--- src/rtl/bsg_pkg.sv ---
package bsg_pkg;
    // Operation applied to the sequencer state at the next clock edge
    typedef enum logic [1:0] {
        OP_HOLD  = 2'd0,
        OP_STEP  = 2'd1,
        OP_LOAD  = 2'd2,
        OP_CLEAR = 2'd3
    } seq_op_e;
endpackage

--- src/rtl/bsg_op_dec.sv ---
module bsg_op_dec
    import bsg_pkg::*;
(
    input  logic    rst_n,
    input  logic    load_a,
    input  logic    load_b,
    input  logic    adv_n,
    output seq_op_e op
);
    // Priority: reset, then load, then advance, else hold
    always_comb begin
        if (!rst_n)                op = OP_CLEAR;
        else if (load_a || load_b) op = OP_LOAD;
        else if (!adv_n)           op = OP_STEP;
        else                       op = OP_HOLD;
    end
endmodule

--- src/rtl/bsg_seq_regs.sv ---
module bsg_seq_regs
    import bsg_pkg::*;
#(
    parameter int BEAT_W = 2
) (
    input  logic              clk,
    input  logic              rst_n,
    input  seq_op_e           op,
    input  logic [BEAT_W-1:0] ext_lsb,
    output logic [BEAT_W-1:0] start_q,
    output logic [BEAT_W-1:0] beat_q
);
    localparam logic [BEAT_W-1:0] BEAT_LAST = {BEAT_W{1'b1}};

    typedef struct packed {
        logic [BEAT_W-1:0] start;
        logic [BEAT_W-1:0] beat;
    } seq_state_t;

    seq_state_t st_d, st_q;

    always_comb begin
        st_d = st_q;
        unique case (op)
            OP_CLEAR: begin
                st_d.start = '0;
                st_d.beat  = '0;
            end
            OP_LOAD: begin
                st_d.start = ext_lsb;
                st_d.beat  = '0;
            end
            OP_STEP:  st_d.beat = st_q.beat + 1'b1;
            default:  st_d = st_q;
        endcase
    end

    always_ff @(posedge clk) begin
        st_q <= st_d;
    end

    assign start_q = st_q.start;
    assign beat_q  = st_q.beat;


    hold_state_chk: assert property (@(posedge clk) disable iff (!rst_n)
        (op == OP_HOLD) |=> ($stable(beat_q) && $stable(start_q)));


    beat_wrap_chk: assert property (@(posedge clk) disable iff (!rst_n)
        (op == OP_STEP && beat_q == BEAT_LAST) |=> (beat_q == '0));
endmodule

--- src/rtl/bsg_addr_map.sv ---
module bsg_addr_map #(
    parameter int BEAT_W = 2
) (
    input  logic [BEAT_W-1:0] start_q,
    input  logic [BEAT_W-1:0] beat_q,
    input  logic              ilv_mode,
    output logic [BEAT_W-1:0] addr
);
    logic [BEAT_W-1:0] ilv_addr;
    logic [BEAT_W-1:0] lin_addr;

    // Per-bit XOR for interleaved order
    for (genvar b = 0; b < BEAT_W; b++) begin : g_ilv
        assign ilv_addr[b] = start_q[b] ^ beat_q[b];
    end

    // Modulo add within the aligned group for linear order
    assign lin_addr = start_q + beat_q;

    always_comb begin
        addr = ilv_mode ? ilv_addr : lin_addr;
    end
endmodule

--- src/rtl/burst_seq_gen.sv ---
module burst_seq_gen
    import bsg_pkg::*;
#(
    parameter int BEAT_W = 2
) (
    input  logic              clk,
    input  logic              rst_n,
    input  logic              load_a,
    input  logic              load_b,
    input  logic              adv_n,
    input  logic              ilv_mode,
    input  logic [BEAT_W-1:0] ext_lsb,
    output logic [BEAT_W-1:0] burst_addr
);
    seq_op_e           op;
    logic [BEAT_W-1:0] start_q;
    logic [BEAT_W-1:0] beat_q;

    bsg_op_dec u_dec (
        .rst_n  (rst_n),
        .load_a (load_a),
        .load_b (load_b),
        .adv_n  (adv_n),
        .op     (op)
    );

    bsg_seq_regs #(.BEAT_W(BEAT_W)) u_regs (
        .clk     (clk),
        .rst_n   (rst_n),
        .op      (op),
        .ext_lsb (ext_lsb),
        .start_q (start_q),
        .beat_q  (beat_q)
    );

    bsg_addr_map #(.BEAT_W(BEAT_W)) u_map (
        .start_q  (start_q),
        .beat_q   (beat_q),
        .ilv_mode (ilv_mode),
        .addr     (burst_addr)
    );

    // R1 (and R6: a load wins over a simultaneous advance)
    load_capture_chk: assert property (@(posedge clk) disable iff (!rst_n)
        (load_a || load_b) |=> (burst_addr == $past(ext_lsb)));


    lin_step_chk: assert property (@(posedge clk) disable iff (!rst_n)
        (!load_a && !load_b && !adv_n && !ilv_mode) ##1 !ilv_mode
        |-> (burst_addr == BEAT_W'($past(burst_addr) + 1'b1)));


    ilv_step_chk: assert property (@(posedge clk) disable iff (!rst_n)
        (!load_a && !load_b && !adv_n && ilv_mode) ##1 ilv_mode
        |-> (burst_addr[0] != $past(burst_addr[0])));
endmodule

--- config.mk ---
export PLATFORM = sky130hd
export DESIGN_NAME = burst_seq_gen
export DESIGN_NICKNAME = d
export VERILOG_FILES = /design/src/rtl/bsg_pkg.sv /design/src/rtl/bsg_op_dec.sv /design/src/rtl/bsg_seq_regs.sv /design/src/rtl/bsg_addr_map.sv /design/src/rtl/burst_seq_gen.sv
export SDC_FILE = /design/constraint.sdc
export NUM_CORES = 1
export LEC_CHECK = 0
export BUFFER_PORTS_ARGS = -buffer_cell sky130_fd_sc_hd__buf_2
export CAP_MARGIN = 0
export CORE_AREA = 5 5 42 44
export DETAILED_ROUTE_END_ITERATION = 6
export DIE_AREA = 0 0 47 49
export PLACE_DENSITY = 0.39
export SLEW_MARGIN = 25
export SYNTH_ARGS = -nofsm -noshare
export SYNTH_HDL_FRONTEND = slang
export SYNTH_SLANG_ARGS = --single-unit
--- constraint.sdc ---
create_clock -name clk -period 1 [get_ports clk]
set_input_delay 0.05 -clock clk [delete_from_list [all_inputs] [get_ports clk]]
set_output_delay 0.05 -clock clk [all_outputs]
set_load 0.02 [all_outputs]
==> impl_metrics.yaml <==
route:
  dr.pass1.iters: 2
  wl_per_cell_um: 9.24
  routed_wirelength_um: 462
  vias_per_cell: 3.88
  ant_nets: 0
  drcViolationCount: 0
  drt_iter0_drc: 2
  vias: 194
floorplan:
  placement_rows: 14
  initial_utilization: 0.153
  die_w_um: 47
  die_h_um: 49
  io_pins: 10
  die_area_um2: 2300
  core_area_um2: 1400
finish:
  synthToLayoutAreaGrowth_pct: 84.2
  insertedDiodeCount: 0
  drive_above_1_share: 0.618
  finalNetCount: 45
worst_hold_path:
  hold_depth: 2
  min_path_type: "primary input to register"
yosys:
  synth_nets: 27
  yosysSeqAreaShare: 0.561
  synth_fa_ha_area_frac: 0.0585
  synthXorXnorAreaFrac: 0.123
  yosys.area_share.simple: 0.257
  muxShareOfSynthArea: 0
  ys_types: 10
  ys_warn_count: 0
  synth-compound-area-share: 0
  synth_top_family_by_area: "simple AND/OR/NAND/NOR gates"
  syn_area_per_cell_um2: 11.9
  syn_inst: 18
  ys_ff_latch: 4
  netlist_area_um2: 214
setup_path:
  crit_path_max_fanout: 1
  worstPathArrival_ns: 1.21
  reg2reg_depth: 4
  criticalPathCategory: "register to output pin"
  critPathRequiredTime_ns: 0.95
  end_kind: "output pin"
  crit_path_start_kind: "register"
timing:
  period_needed_ns: 1.26
  fin_crit_sh: 1.26
  holdWs_ns: 0.132
  rsz0062_at_grt: "yes"
  setup_viol: 3
  slew_viol_final: 0
  tightest_slew_ns: 0.132
  setup_slack_ns: -0.262
  max_freq_mhz: 792
  hold_viol_final: 0
  slew_headroom: 0.912
  final.setup_skew_ns: 0.0000153
cts:
  clk_latency_ns: 0.23
  numCtsBuffers: 3
  clock_sinks: 4
  path_clk_slew_ns: 0.03
  cts-htree-levels: 1
  cts_hold_buf: 0
  clock_path_buffers: 2
  clockRootBuffer: "clkbuf_4"
  cts_tree: "yes"
place:
  portBuffers: 9
  gp_congestion: 0.630
  pre_cts_slack_ns: -0.0717
  dp_hpwl_um: 392
pwr:
  leakage_nw: 0.168
  vdd_ir_drop_max_mv: 0.368
  finalPower_w: 0.000521
  power_density_nw_per_um2: 1320
global_route:
  grt_pass1_wl_um: 800
  antenna_found_initial: 0
  grt_max_degree: 6
  grt_overflow: 0
  grt_pass1_vias: 209
  track_usage: 0.0537
run_status:
  status: "finished with violations"
  failed_checks: "negative setup slack"
run:
  maxCapViolCount: 0
power by group:
group	leakage (nW)	switching (W)	total [W]	internal, W
Clock	0.0138	0.0000630	0.000197	0.000134
Sequential	0.0463	0.00000746	0.000204	0.000197
Combinational	0.108	0.0000486	0.000120	0.0000715
synthesized netlist by cell type:
| cell type | instances | area [um^2] |
|---|---|---|
| and3_1 | 2 | 12.5 |
| edfxtp_1 | 4 | 120 |
| ha_1 | 1 | 12.5 |
| nand2_1 | 1 | 3.75 |
| nand3_1 | 1 | 5.00 |
| nor2_1 | 3 | 11.3 |
| nor2b_1 | 1 | 6.26 |
| or2_2 | 1 | 6.26 |
| or4b_1 | 1 | 10.0 |
| xnor2_1 | 3 | 26.3 |
layer usage:
| metal | vias up | part of all wire | track usage |
|---|---|---|---|
| met5 | - | 0 | 0 |
| met4 | 0 | 0.022 | 0.0691 |
| met3 | 2 | 0.12 | 0.0369 |
| met2 | 12 | 0.50 | 0.0701 |
| met1 | 84 | 0.35 | 0.0444 |
| li1 | 96 | - | - |
cell type report:
type / count / area (um^2)
repair buffers: 13 / 91.3
clock buffers: 3 / 22.5
well taps: 16 / 20.0
fillers: 161 / 1010
flip-flops and latches: 4 / 120
multi-input cells: 14 / 140
critical path, stage by stage, from the launching register on:
cell and delay, ns:
edfxtp_1 0.42, ha_4 0.18, nor2b_4 0.13, xnor2_4 0.12, buf_6 0.13
placed cells by master, fill, tap and decap left out:
| cell | Yosys | final |
|---|---|---|
| ha_4 | 0 | 1 |
| buf_2 | 0 | 7 |
| buf_6 | 0 | 3 |
| nor2_1 | 3 | 3 |
| and3_1 | 2 | 2 |
| or4b_1 | 1 | 1 |
| nor2b_4 | 0 | 1 |
| edfxtp_1 | 4 | 4 |
| nand3_1 | 1 | 1 |
| buf_4 | 0 | 3 |
| clkbuf_4 | 0 | 3 |
| xnor2_1 | 3 | 1 |
| xnor2_4 | 0 | 1 |
| xnor2_2 | 0 | 1 |
| nand2_1 | 1 | 1 |
| or2_2 | 1 | 1 |
state kept, by name, indices dropped and copies added (netlist names):
register,count
u_regs.beat_q,2
u_regs.start_q,2
cells by family (layout without fill, tap and decap cells):
logic type,after synthesis,in the layout
flops,4,4
simple gates,10,10
fa+ha+maj,1,1
buf+inv,0,16
xor+xnor,3,3
stage by stage:
| step | std cells | cell area [um^2] | util | setup TNS, ns |
|---|---|---|---|---|
| floorplan | 18 | 243 | - | 0 |
| global placement | 46 | 330 | 0.236 | -0.0738 |
| detailed placement | 46 | 330 | 0.236 | -0.0717 |
| CTS | 50 | 384 | 0.274 | -0.517 |
| global route | 50 | 394 | 0.281 | -0.572 |
| finish | 50 | 394 | 0.281 | -0.422 |
worst paths after layout:
check	endpoint	startpoint	slack, ns
hold / removal	u_regs.start_q[1]	ext_lsb[1]	0.13
setup / recovery	burst_addr[1]	u_regs.start_q[0]	-0.26
setup reg to reg	u_regs.beat_q[1]	u_regs.beat_q[1]	-0.07
hold reg to reg	u_regs.beat_q[0]	u_regs.beat_q[0]	0.73
timing repair:
action,in CTS,in global routing
resized for setup,6,2
endpoints found under the setup margin,3,3
setup buffers,2,1
pin swaps,4,2
Note: power is estimated with default switching activity, not from simulation.
